`src/rtl/hs_mux_pkg.sv`:
```
package hs_mux_pkg;
  typedef enum logic [1:0] {
    TK_IDLE  = 2'd0,
    TK_ARMED = 2'd1,
    TK_SEND  = 2'd2,
    TK_RTZ   = 2'd3
  } tok_state_e;

  localparam int unsigned NUM_SRC = 2;
endpackage

```
`src/rtl/hs_pick_decode.sv`:
```
module hs_pick_decode (
  input  logic clk,
  input  logic rst_n,
  input  logic pick_lo_req,
  input  logic pick_hi_req,
  output logic pick_valid,
  output logic pick_idx,
  output logic pick_err
);
  logic both_hi;
  logic err_q;
  logic err_d;

  assign both_hi    = pick_lo_req & pick_hi_req;
  assign pick_valid = pick_lo_req ^ pick_hi_req;
  assign pick_idx   = pick_hi_req;

  always_comb begin
    err_d = err_q;
    if (both_hi) begin
      err_d = 1'b1;
    end
  end

  always_ff @(posedge clk or negedge rst_n) begin
    if (!rst_n) begin
      err_q <= 1'b0;
    end else begin
      err_q <= err_d;
    end
  end

  assign pick_err = err_q;
endmodule

```
`src/rtl/hs_token_fsm.sv`:
```
module hs_token_fsm
  import hs_mux_pkg::*;
(
  input  logic               clk,
  input  logic               rst_n,
  input  logic               pick_valid,
  input  logic               pick_idx,
  input  logic               pick_lo_req,
  input  logic               pick_hi_req,
  input  logic [NUM_SRC-1:0] src_req,
  input  logic               out_ack,
  output logic [NUM_SRC-1:0] src_ack,
  output logic               pick_ack,
  output logic               out_req,
  output logic               choice,
  output logic               load_en
);
  tok_state_e        state_q, state_d;
  logic              choice_q, choice_d;
  logic              oreq_q, oreq_d;
  logic              pack_q, pack_d;
  logic [NUM_SRC-1:0] sack_q, sack_d;
  logic              chosen_rail;
  logic              chosen_req;

  assign chosen_rail = choice_q ? pick_hi_req : pick_lo_req;
  assign chosen_req  = src_req[choice_q];

  always_comb begin
    state_d  = state_q;
    choice_d = choice_q;
    oreq_d   = oreq_q;
    pack_d   = pack_q;
    sack_d   = sack_q;
    load_en  = 1'b0;
    unique case (state_q)
      TK_IDLE: begin
        if (pick_valid) begin
          choice_d = pick_idx;
          state_d  = TK_ARMED;
        end
      end
      TK_ARMED: begin
        if (chosen_req) begin
          load_en = 1'b1;
          oreq_d  = 1'b1;
          state_d = TK_SEND;
        end
      end
      TK_SEND: begin
        if (out_ack) begin
          oreq_d           = 1'b0;
          sack_d[choice_q] = 1'b1;
          pack_d           = 1'b1;
          state_d          = TK_RTZ;
        end
      end
      TK_RTZ: begin
        if (sack_q[choice_q] && !chosen_req) begin
          sack_d[choice_q] = 1'b0;
        end
        if (pack_q && !chosen_rail && !out_ack) begin
          pack_d = 1'b0;
        end
        if (!sack_q[choice_q] && !pack_q) begin
          state_d = TK_IDLE;
        end
      end
      default: state_d = TK_IDLE;
    endcase
  end

  always_ff @(posedge clk or negedge rst_n) begin
    if (!rst_n) begin
      state_q  <= TK_IDLE;
      choice_q <= 1'b0;
      oreq_q   <= 1'b0;
      pack_q   <= 1'b0;
      sack_q   <= '0;
    end else begin
      state_q  <= state_d;
      choice_q <= choice_d;
      oreq_q   <= oreq_d;
      pack_q   <= pack_d;
      sack_q   <= sack_d;
    end
  end

  assign src_ack  = sack_q;
  assign pick_ack = pack_q;
  assign out_req  = oreq_q;
  assign choice   = choice_q;
endmodule

```
`src/rtl/hs_data_steer.sv`:
```
module hs_data_steer
  import hs_mux_pkg::*;
#(
  parameter int unsigned DW = 8
) (
  input  logic                       clk,
  input  logic                       rst_n,
  input  logic                       load_en,
  input  logic                       choice,
  input  logic [NUM_SRC-1:0][DW-1:0] src_data,
  output logic [DW-1:0]              out_data
);
  logic [DW-1:0] hold_q;
  logic [DW-1:0] hold_d;
  logic [NUM_SRC-1:0][DW-1:0] masked;

  for (genvar g = 0; g < NUM_SRC; g++) begin : g_mask
    assign masked[g] = (choice == g[0]) ? src_data[g] : '0;
  end

  always_comb begin
    hold_d = hold_q;
    if (load_en) begin
      hold_d = '0;
      for (int i = 0; i < NUM_SRC; i++) begin
        hold_d = hold_d | masked[i];
      end
    end
  end

  always_ff @(posedge clk or negedge rst_n) begin
    if (!rst_n) begin
      hold_q <= '0;
    end else begin
      hold_q <= hold_d;
    end
  end

  assign out_data = hold_q;
endmodule

```
`src/rtl/hs_bd_mux_ctl.sv`:
```
module hs_bd_mux_ctl
  import hs_mux_pkg::*;
#(
  parameter int unsigned DW = 8
) (
  input  logic          clk,
  input  logic          rst_n,
  input  logic          pick_lo_req,
  input  logic          pick_hi_req,
  output logic          pick_ack,
  input  logic          src0_req,
  output logic          src0_ack,
  input  logic [DW-1:0] src0_data,
  input  logic          src1_req,
  output logic          src1_ack,
  input  logic [DW-1:0] src1_data,
  output logic          out_req,
  input  logic          out_ack,
  output logic [DW-1:0] out_data,
  output logic          proto_err
);
  logic                       pick_valid;
  logic                       pick_idx;
  logic                       choice;
  logic                       load_en;
  logic [NUM_SRC-1:0]         req_vec;
  logic [NUM_SRC-1:0]         ack_vec;
  logic [NUM_SRC-1:0][DW-1:0] data_vec;

  assign req_vec  = {src1_req, src0_req};
  assign data_vec = {src1_data, src0_data};
  assign src0_ack = ack_vec[0];
  assign src1_ack = ack_vec[1];

  hs_pick_decode u_decode (
    .clk         (clk),
    .rst_n       (rst_n),
    .pick_lo_req (pick_lo_req),
    .pick_hi_req (pick_hi_req),
    .pick_valid  (pick_valid),
    .pick_idx    (pick_idx),
    .pick_err    (proto_err)
  );

  hs_token_fsm u_fsm (
    .clk         (clk),
    .rst_n       (rst_n),
    .pick_valid  (pick_valid),
    .pick_idx    (pick_idx),
    .pick_lo_req (pick_lo_req),
    .pick_hi_req (pick_hi_req),
    .src_req     (req_vec),
    .out_ack     (out_ack),
    .src_ack     (ack_vec),
    .pick_ack    (pick_ack),
    .out_req     (out_req),
    .choice      (choice),
    .load_en     (load_en)
  );

  hs_data_steer #(.DW(DW)) u_steer (
    .clk      (clk),
    .rst_n    (rst_n),
    .load_en  (load_en),
    .choice   (choice),
    .src_data (data_vec),
    .out_data (out_data)
  );
endmodule

```
`config.mk`:
```
export PLATFORM = sky130hd
export DESIGN_NAME = hs_bd_mux_ctl
export DESIGN_NICKNAME = d
export VERILOG_FILES = /design/src/rtl/hs_mux_pkg.sv /design/src/rtl/hs_pick_decode.sv /design/src/rtl/hs_token_fsm.sv /design/src/rtl/hs_data_steer.sv /design/src/rtl/hs_bd_mux_ctl.sv
export SDC_FILE = /design/constraint.sdc
export NUM_CORES = 1
export LEC_CHECK = 0
export BUFFER_PORTS_ARGS = -buffer_cell sky130_fd_sc_hd__buf_2
export CAP_MARGIN = 25
export CORE_MARGIN = 2
export CORE_UTILIZATION = 46
export CTS_CLUSTER_DIAMETER = 50
export DETAILED_ROUTE_END_ITERATION = 7
export PLACE_DENSITY = 0.81
export SYNTH_ARGS = -nofsm -noshare
export SYNTH_HDL_FRONTEND = slang
export SYNTH_SLANG_ARGS = --single-unit
```
`constraint.sdc`:
```
create_clock -name clk -period 1.8 [get_ports clk]
set_input_delay 0.09 -clock clk [delete_from_list [all_inputs] [get_ports clk]]
set_output_delay 0.09 -clock clk [all_outputs]
set_load 0.01 [all_outputs]
```
==> results.py, run 1 <==
metrics = {
    "global_route": {
        "grt_pass1_wl_um": 2680,
        "grt_util_all_layers_pct": 17.3,
        "first_global_vias": 643,
        "antenna_found_initial": 0,
        "grt_start_max_net_pins": 17,
        "grt_overflow": 0,
    },
    "clock_network": {
        "clock-root-buffer": "clkbuf_4",
        "cts_tree": "built",
        "clkLatencyLatePin_ns": 0.29,
        "htreeDepth": 1,
        "cts.sinks": 16,
        "numCtsBuffers": 3,
        "clk_path_buf_depth": 2,
        "cts-resized-gates": 0,
        "clkTransAtPathRegs_ns": 0.10,
    },
    "setup_path": {
        "arrival_ns": 1.79,
        "criticalPathCategory": "flip-flop to flip-flop",
        "reg2reg_setup_slack_ns": 0.19,
        "worstSetupStartpointType": "flip-flop",
        "cp-end-kind": "flip-flop",
        "worstPathMaxFanout": 7,
        "cp.required_ns": 1.98,
    },
    "logic_synthesis": {
        "yosys_warnings": 0,
        "synth_edf_count": 0,
        "yosysSeqAreaShare_pct": 46.9,
        "syn-num-nets": 109,
        "yosys.area.top_type_share_pct": 46.9,
        "ys.flop_type": "dfrtp_1",
        "ys_ff_latch": 16,
        "ys_types": 22,
        "synth.most_common_cell": "dfrtp_1",
        "synthArstFlopShare_pct": 100,
        "synthesis.area_um2": 855,
        "synth_cells": 81,
        "synth.area.top_cells": "dfrtp_1 47%, mux2i_1 11%, ha_1 7.3%, o21ai_0 7.0%, nand2_1 5.3%",
        "yosysTopAreaCell": "dfrtp_1",
        "syn_avg_cell_area_um2": 10.6,
        "ys_top_cells_by_count": "16 x dfrtp_1, 12 x nand2_1, 12 x o21ai_0, 9 x mux2i_1, 5 x ha_1",
    },
    "hold_path": {
        "holdCritPathClass": "input port to flip-flop",
    },
    "floorplan": {
        "start_util_pct": 49.0,
        "core_region_area_um2": 1750,
        "dieWidth_um": 47.1,
        "io_pins": 36,
        "fp.dieH_um": 47.1,
        "die_area_um2": 2220,
        "std_cell_rows": 15,
    },
    "final_layout": {
        "finalNetCount": 149,
        "antenna_cells": 0,
        "drive_gt1_share_pct": 40.0,
        "finish.utilization_pct": 62.9,
        "area_delta_synth_final_pct": 28.6,
    },
    "pwr": {
        "p_leak_nw": 0.569,
        "vdd_drop_max_mv": 0.881,
        "power_density_nw_per_um2": 1600,
    },
    "routing": {
        "viasPerCell": 5.11,
        "wl_met2_um": 893,
        "wirelength_um": 1750,
        "ant_nets": 0,
        "wl_met3_um": 77,
        "top_layer_used": "met4",
        "vias": 741,
        "drt_iter0_markers": 9,
        "drtPass1Iterations": 4,
        "wl_met1_um": 739,
        "drc": 0,
        "post_drt_wl_per_cell_um": 12.0,
    },
    "sta": {
        "slew_violations": 0,
        "min_period_ns": 1.61,
        "finalSetupViolations": 0,
        "hold_viol_final": 0,
        "slew_headroom_pct": 68.2,
        "fmax_ghz": 0.622,
        "finClkSkew_ns": 0.00388,
        "fin_setup_tns_ns": 0,
        "period_share_pct": 89.4,
        "rsz0062_at_grt": "no",
        "worst_slew_pin_slew_ns": 0.477,
    },
    "outcome": {
        "outcome": "completed",
    },
    "placement": {
        "io_buffers": 35,
        "hpwl_um": 1390,
        "gp_congestion": 0.835,
    },
    "run": {
        "drv_cap": 0,
    },
}
==> layout by cell type (no fill, tap or decap) <==
cell type | netlist | final
inv_1 | 3 | 3
buf_4 | 1 | 2
nor2b_1 | 1 | 1
a22o_1 | 1 | 1
a31oi_1 | 1 | 1
mux2_2 | 2 | 2
mux2i_1 | 9 | 9
buf_2 | 1 | 35
mux2_4 | 2 | 2
clkbuf_4 | 0 | 3
nand2_1 | 12 | 12
dfrtp_1 | 16 | 16
nand2b_1 | 2 | 2
dlygate4sd3_1 | 0 | 1
o21ai_2 | 1 | 1
nand3_2 | 1 | 1
o21ai_0 | 12 | 12
nor2_1 | 3 | 3
clkbuf_8 | 0 | 1
o31ai_1 | 2 | 2
ha_1 | 5 | 5
or2_2 | 1 | 1
a32oi_1 | 1 | 1
a21oi_1 | 3 | 3
==> path summary, 6_finish.rpt <==
kind,start,endpoint,cells past startpoint
worst max-delay path,u_fsm.state_q[0]$_DFFE_PN0P_,u_fsm.state_q[1]$_DFFE_PN0P_,6
max in group asynchronous,rst_n,u_steer.out_data[6]$_DFFE_PN0P_,2
worst max register to register,u_fsm.state_q[0]$_DFFE_PN0P_,u_fsm.state_q[1]$_DFFE_PN0P_,6
worst min register to register,u_decode.pick_err$_DFFE_PN0P_,u_decode.pick_err$_DFFE_PN0P_,1
min in group asynchronous,rst_n,u_fsm.out_req$_DFFE_PN0P_,2
worst min-delay path,src0_req,flip-flop,3
==> timing repair <==
action	CTS	global route
setup endpoints to repair	0	0
setup buffers	0	0
hold buffers	1	0
hold endpoints to repair	16	0
==> cell type report <==
class | instances | area, µm²
Clock buffer | 4 | 36.3
Timing Repair Buffer | 38 | 200
Inverter | 3 | 11.3
Multi-Input combinational cell | 59 | 419
Tap cell | 25 | 31.3
Fill cell | 150 | 647
Sequential cell | 16 | 400
==> critical path, cell delays in order, from the launching register on <==
cell and delay (ns):
dfrtp_1 0.41, inv_1 0.10, ha_1 0.27, nor2b_1 0.24, a21oi_1 0.08, nand3_2 0.09, mux2_4 0.30
==> metrics by stage <==
step / area [µm²] / total power [mW] / hold slack (ns) / worst slack [ns] / instances
final: 1100 / 1.76 / 0.0642 / 0.191 / 145
after global routing: 1100 / 1.90 / 0.0664 / 0.0547 / 145
after CTS: 1100 / 1.77 / 0.0678 / 0.199 / 145
after detailed placement: 1050 / 1.53 / 0.0253 / 0.218 / 140
after global placement: 1050 / 1.49 / 0.0195 / 0.269 / 140
after floorplan: 855 / 1.27 / -0.206 / 0.323 / 81
==> kinds of logic (layout without fill, tap and decap cells) <==
kind of cell    after synthesis  count (layout)  share of synthesized area [%]
fa+ha+maj                     5               5                           7.32
compound gates               21              21                           14.3
flops                        16              16                           46.9
simple gates                 20              20                           10.7
mux                          13              13                           16.7
buf+inv                       6              45                           4.10
==> metal layers <==
| metal | global-route usage [%] | vias to the layer above |
|---|---|---|
| li1 | - | 364 |
| met1 | 22.5 | 346 |
| met2 | 28.5 | 26 |
| met3 | 3.46 | 5 |
| met4 | 6.67 | 0 |
| met5 | 0 | - |
==> where the power goes <==
part	leakage (nW)	internal, mW	switching [mW]
clock network	0.0210	0.123	0.115
logic	0.361	0.428	0.445
registers	0.187	0.521	0.124
total	0.569	1.07	0.684
Note: power is estimated with default switching activity, not from simulation.
==> run 2: changes to the inputs <==
- REMOVE_ABC_BUFFERS: unset -> 1
==> run 2 against run 1 <==
- global-route usage is 1.6 points higher
- first-iteration DRC count is 11% lower
- clock-buffer cell count stayed put
- combinational power is 1% lower
- flip-flop and latch count stayed put
- sequential power is 2% higher
- clock skew is 0.00062 ns higher
- total power is 0.11% higher
- hold slack better by 0.0061 ns
==> results.py, run 2 (synthesis results as in run 1) <==
metrics = {
    "outcome": {
        "outcome": "completed",
    },
    "routing": {
        "vias": 753,
        "viasPerCell": 5.23,
        "ant_nets": 0,
        "wirelength_um": 1880,
        "drc": 0,
        "drt_iter0_markers": 8,
        "post_drt_wl_per_cell_um": 13.0,
        "drtPass1Iterations": 4,
    },
    "global_route": {
        "use_met1_pct": 18.4,
        "first_global_vias": 713,
        "use_met2_pct": 37.3,
        "grtUsageMet3_pct": 4.62,
        "busiest_layer": "met2",
        "antenna_found_initial": 0,
        "grt_pass1_wl_um": 2840,
        "grt_overflow": 0,
        "grt_start_max_net_pins": 17,
        "grt_util_all_layers_pct": 18.9,
    },
    "pwr": {
        "power_mw": 1.76,
        "vdd_drop_max_mv": 0.971,
        "combPwrFrac_pct": 49.0,
        "power_density_nw_per_um2": 1610,
        "power_frac_seq_pct": 37.3,
        "internal_power_mw": 1.06,
        "p_switching_mw": 0.697,
        "p_leak_nw": 0.564,
        "clockPowerShare_pct": 13.7,
        "netSwitchingFraction_pct": 39.6,
    },
    "final_layout": {
        "finish.utilization_pct": 62.7,
        "antenna_cells": 0,
        "finalNetCount": 148,
        "final_common_cell": "buf_2",
        "mostFrequentLayoutCells": "35 x buf_2, 16 x dfrtp_1, 12 x nand2_1, 12 x o21ai_0, 9 x mux2i_1",
        "area_delta_synth_final_pct": 28.0,
        "drive_gt1_share_pct": 40.3,
    },
    "setup_path": {
        "max_stage_delay_ns": 0.42,
        "worstPathMaxFanout": 7,
        "arrival_ns": 1.86,
        "worstSetupStartpointType": "flip-flop",
        "crit_slowest_cell": "dfrtp_1",
        "cp-end-kind": "flip-flop",
        "criticalPathCategory": "flip-flop to flip-flop",
        "cp.required_ns": 1.99,
        "worstPathCellList": "inv_1, ha_1, nor2b_1, a21oi_1, nand3_2, mux2_4",
    },
    "clock_network": {
        "clk_path_buf_depth": 2,
        "clkTransAtPathRegs_ns": 0.10,
        "clkLatencyLatePin_ns": 0.29,
        "cts_tree": "built",
        "htreeDepth": 1,
        "numCtsBuffers": 3,
        "cts_setup_buffers": 0,
        "clock-root-buffer": "clkbuf_4",
        "cts.sinks": 16,
    },
    "sta": {
        "fmax_ghz": 0.597,
        "worst_slew_pin_slew_ns": 0.358,
        "finalSetupViolations": 0,
        "slew_violations": 0,
        "min_period_ns": 1.67,
        "fin_setup_tns_ns": 0,
        "hold_viol_final": 0,
        "period_share_pct": 93.0,
        "slew_headroom_pct": 76.1,
        "rsz0062_at_grt": "no",
        "finClkSkew_ns": 0.00450,
    },
    "floorplan": {
        "die_area_um2": 2220,
        "fp.dieH_um": 47.1,
        "io_pins": 36,
        "dieWidth_um": 47.1,
        "start_util_pct": 49.0,
        "std_cell_rows": 15,
        "core_region_area_um2": 1750,
    },
    "placement": {
        "io_buffers": 35,
        "hpwl_um": 1490,
        "gp_congestion": 0.797,
    },
    "hold_path": {
        "holdCritPathClass": "input port to flip-flop",
    },
    "run": {
        "drv_cap": 0,
    },
}
run 2: changes by cell type in the layout (fill, tap and decap cells not counted):
cell	before	now
nand2b_2	0	1
buf_4	2	1
nand2b_1	2	1
run 2: final timing paths:
| check | depth (start not counted) | to | slack [ns] | startpoint |
|---|---|---|---|---|
| worst max-delay path | 6 | u_fsm.state_q[1]$_DFFE_PN0P_ | 0.13 | u_fsm.state_q[0]$_DFFE_PN0P_ |
| worst min register to register | 1 | u_decode.pick_err$_DFFE_PN0P_ | 0.48 | u_decode.pick_err$_DFFE_PN0P_ |
| max in group asynchronous | 2 | u_fsm.out_req$_DFFE_PN0P_ | 1.30 | rst_n |
| min in group asynchronous | 2 | u_decode.pick_err$_DFFE_PN0P_ | 0.24 | rst_n |
| worst max register to register | 6 | u_fsm.state_q[1]$_DFFE_PN0P_ | 0.13 | u_fsm.state_q[0]$_DFFE_PN0P_ |
| worst min-delay path | 2 | u_fsm.choice$_DFFE_PN0P_ | 0.07 | pick_hi_req |
run 2: repair_timing:
| item | CTS | global route |
|---|---|---|
| hold buffers | 1 | 0 |
| hold endpoints to repair | 16 | 0 |
| resized for setup | 0 | 1 |
| endpoints found under the setup margin | 0 | 2 |
run 2: layout make-up:
| class | instances | area (µm²) |
|---|---|---|
| flip-flops and latches | 16 | 400 |
| fillers | 158 | 652 |
| well taps | 25 | 31.3 |
| repair buffers | 37 | 193 |
| inverters | 3 | 11.3 |
| multi-input cells | 59 | 422 |
| clock buffers | 4 | 36.3 |
run 2: power groups by stage:
stage	clock [mW]	combinational, mW	sequential, mW
after floorplan	0	0.491	0.735
after global placement	0	0.828	0.649
after detailed placement	0	0.857	0.664
after CTS	0.245	0.862	0.657
after global routing	0.261	0.965	0.676
final	0.241	0.862	0.656
run 2: stage by stage:
| stage | hold WS, ns | worst slack, ns | instance area, µm² | cells |
|---|---|---|---|---|
| final | 0.0703 | 0.126 | 1090 | 144 |
| after global routing | 0.0688 | 0.0203 | 1090 | 144 |
| after CTS | 0.0661 | 0.144 | 1090 | 144 |
| after detailed placement | 0.0208 | 0.164 | 1040 | 139 |
| after global placement | 0.0183 | 0.205 | 1040 | 139 |
| after floorplan | -0.206 | 0.144 | 831 | 78 |
run 2: per-layer routing:
metal / up-vias / part of all wire, %
met5: - / 0
met4: 0 / 0.69
met3: 2 / 7.0
met2: 38 / 51
met1: 356 / 42
li1: 357 / -
run 2: worst max-delay path: cells and delay by family (launching register included):
kind	cells	cell delay [ns]
AND/OR/NAND/NOR	2	0.37
multiplexers	1	0.29
flip-flops	1	0.42
buffers and inverters	1	0.11
AO/OA/AOI/OAI	1	0.08
adder cells (fa/ha/maj)	1	0.30
==> run 3: changes to the inputs <==
--- a/config.mk
+++ b/config.mk
@@ -13,4 +13,5 @@
 export DETAILED_ROUTE_END_ITERATION = 7
 export PLACE_DENSITY = 0.81
+export RECOVER_POWER = 25
 export REMOVE_ABC_BUFFERS = 1
 export SYNTH_ARGS = -nofsm -noshare
==> constraint.sdc (replaced) <==
create_clock -name clk -period 1.8 [get_ports clk]
set_input_delay 0.09 -clock clk [delete_from_list [all_inputs] [get_ports clk]]
set_output_delay 0.09 -clock clk [all_outputs]
set_load 0.005 [all_outputs]
==> run 3 against run 2 <==
- first-iteration DRC count is the same
- final cell count is the same
- die area is the same
- flip-flop and latch count is the same
- combinational power shrank 5.8%
- clock power is essentially flat
- cell area shrank 0.11%
- sequential power is essentially flat
- clock-buffer cell count is the same
- critical path type unchanged
- critical endpoint unchanged
- utilization shrank 0.072 points
- wire length is essentially flat
==> results.py, run 3 (synthesis results as in run 1) <==
metrics = {
    "setup_path": {
        "r2r_start": "u_fsm.state_q[0]$_DFFE_PN0P_",
        "worstSetupStartpointType": "flip-flop",
        "worstPathMaxFanout": 7,
        "cp.required_ns": 1.99,
        "cp-startpoint": "u_fsm.state_q[0]$_DFFE_PN0P_",
        "cp-end-kind": "flip-flop",
        "criticalPathCategory": "flip-flop to flip-flop",
        "reg2reg_setup_slack_ns": 0.13,
        "arrival_ns": 1.86,
    },
    "sta": {
        "min_period_ns": 1.67,
        "rsz0062_at_grt": "no",
        "period_share_pct": 93.0,
        "fin_setup_tns_ns": 0,
        "finalSetupViolations": 0,
        "slew_violations": 0,
        "finClkSkew_ns": 0.00450,
        "hold_viol_final": 0,
        "slew_headroom_pct": 42.9,
        "fmax_ghz": 0.597,
        "worst_slew_pin_slew_ns": 0.856,
    },
    "placement": {
        "gp_congestion": 0.797,
        "hpwl_um": 1490,
        "io_buffers": 35,
    },
    "final_layout": {
        "drive_gt1_share_pct": 39.5,
        "area_delta_synth_final_pct": 27.8,
        "final_common_cell": "buf_2",
        "finalNetCount": 148,
        "mostFrequentLayoutCells": "34 x buf_2, 16 x dfrtp_1, 12 x nand2_1, 12 x o21ai_0, 9 x mux2i_1",
        "antenna_cells": 0,
        "finish.utilization_pct": 62.6,
    },
    "clock_network": {
        "numCtsBuffers": 3,
        "cts.sinks": 16,
        "clk_path_buf_depth": 2,
        "cts_tree": "built",
        "clkLatencyLatePin_ns": 0.29,
        "clock-root-buffer": "clkbuf_4",
        "htreeDepth": 1,
        "clkTransAtPathRegs_ns": 0.10,
    },
    "hold_path": {
        "hp-start": "pick_hi_req",
        "holdCritPathClass": "input port to flip-flop",
    },
    "pwr": {
        "p_switching_mw": 0.650,
        "p_leak_nw": 0.562,
        "clockPowerShare_pct": 14.1,
        "power_frac_seq_pct": 38.4,
        "vdd_drop_max_mv": 0.967,
        "internal_power_mw": 1.06,
        "netSwitchingFraction_pct": 38.0,
        "power_density_nw_per_um2": 1560,
        "combPwrFrac_pct": 47.5,
        "power_mw": 1.71,
    },
    "floorplan": {
        "start_util_pct": 49.0,
        "fp.dieH_um": 47.1,
        "io_pins": 36,
        "die_area_um2": 2220,
        "dieWidth_um": 47.1,
        "core_region_area_um2": 1750,
        "std_cell_rows": 15,
    },
    "global_route": {
        "first_global_vias": 713,
        "grt_pass1_wl_um": 2840,
        "grt_util_all_layers_pct": 18.9,
        "grt_start_max_net_pins": 17,
        "grt_overflow": 0,
        "antenna_found_initial": 0,
    },
    "routing": {
        "viasPerCell": 5.23,
        "drtPass1Iterations": 4,
        "drc": 0,
        "wirelength_um": 1880,
        "drt_iter0_markers": 8,
        "post_drt_wl_per_cell_um": 13.0,
        "ant_nets": 0,
        "vias": 753,
    },
    "outcome": {
        "outcome": "completed",
    },
    "run": {
        "drv_cap": 0,
    },
}
==> run 3: cell types whose count changed in the layout (fill, tap and decap cells not counted), sizes merged <==
cell    previous run  this run
clkbuf             4         5
buf               36        35
==> run 3: layout make-up <==
type	count	area (µm²)
repair buffers	37	191
clock buffers	4	36.3
fillers	159	653
well taps	25	31.3
flip-flops and latches	16	400
inverters	3	11.3
multi-input cells	59	422
==> run 3: critical path, cell delays in order (launching register included) <==
cell and delay [ns]:
dfrtp_1 0.42, inv_1 0.11, ha_1 0.30, nor2b_1 0.27, a21oi_1 0.08, nand3_2 0.10, mux2_4 0.29
==> run 3: path summary, 6_finish.rpt <==
path | to | depth (start not counted)
worst max-delay path | u_fsm.state_q[1]$_DFFE_PN0P_ | 6
min in group asynchronous | u_decode.pick_err$_DFFE_PN0P_ | 2
worst min-delay path | u_fsm.choice$_DFFE_PN0P_ | 2
max in group asynchronous | u_fsm.out_req$_DFFE_PN0P_ | 2
worst max register to register | u_fsm.state_q[1]$_DFFE_PN0P_ | 6
worst min register to register | u_decode.pick_err$_DFFE_PN0P_ | 1
==> run 3: metrics by stage <==
step	setup slack, ns	hold WS, ns	cells	cell area (µm²)
final	0.126	0.0703	144	1090
after floorplan	0.144	-0.206	78	831
after CTS	0.144	0.0661	144	1090
after detailed placement	0.164	0.0208	139	1040
after global placement	0.205	0.0183	139	1040
after global routing	0.0203	0.0688	144	1090
==> run 3: power by group through the flow <==
stage          logic (mW)  clock network (mW)  registers [mW]
2_1_floorplan       0.492                   0           0.688
3_3_place_gp        0.778                   0           0.649
3_5_place_dp        0.808                   0           0.664
4_1_cts             0.813               0.245           0.657
5_1_grt             0.916               0.261           0.676
6_report            0.812               0.241           0.655
==> run 3: repair_timing <==
action	CTS	global route
setup buffers	0	0
hold buffers	1	0
gates resized for setup	0	1
endpoints found under the hold margin	16	0
endpoints found under the setup margin	0	2
==> run 3: layer usage <==
layer / part of all wire [%] / wire [µm] / GRT usage [%] / vias to the layer above
met2: 51 / 953 / 37.3 / 38
met3: 7.0 / 132 / 4.62 / 2
met4: 0.69 / 13 / 7.78 / 0
li1: - / - / - / 357
met1: 41 / 777 / 18.4 / 356
met5: 0 / 0 / 0 / -
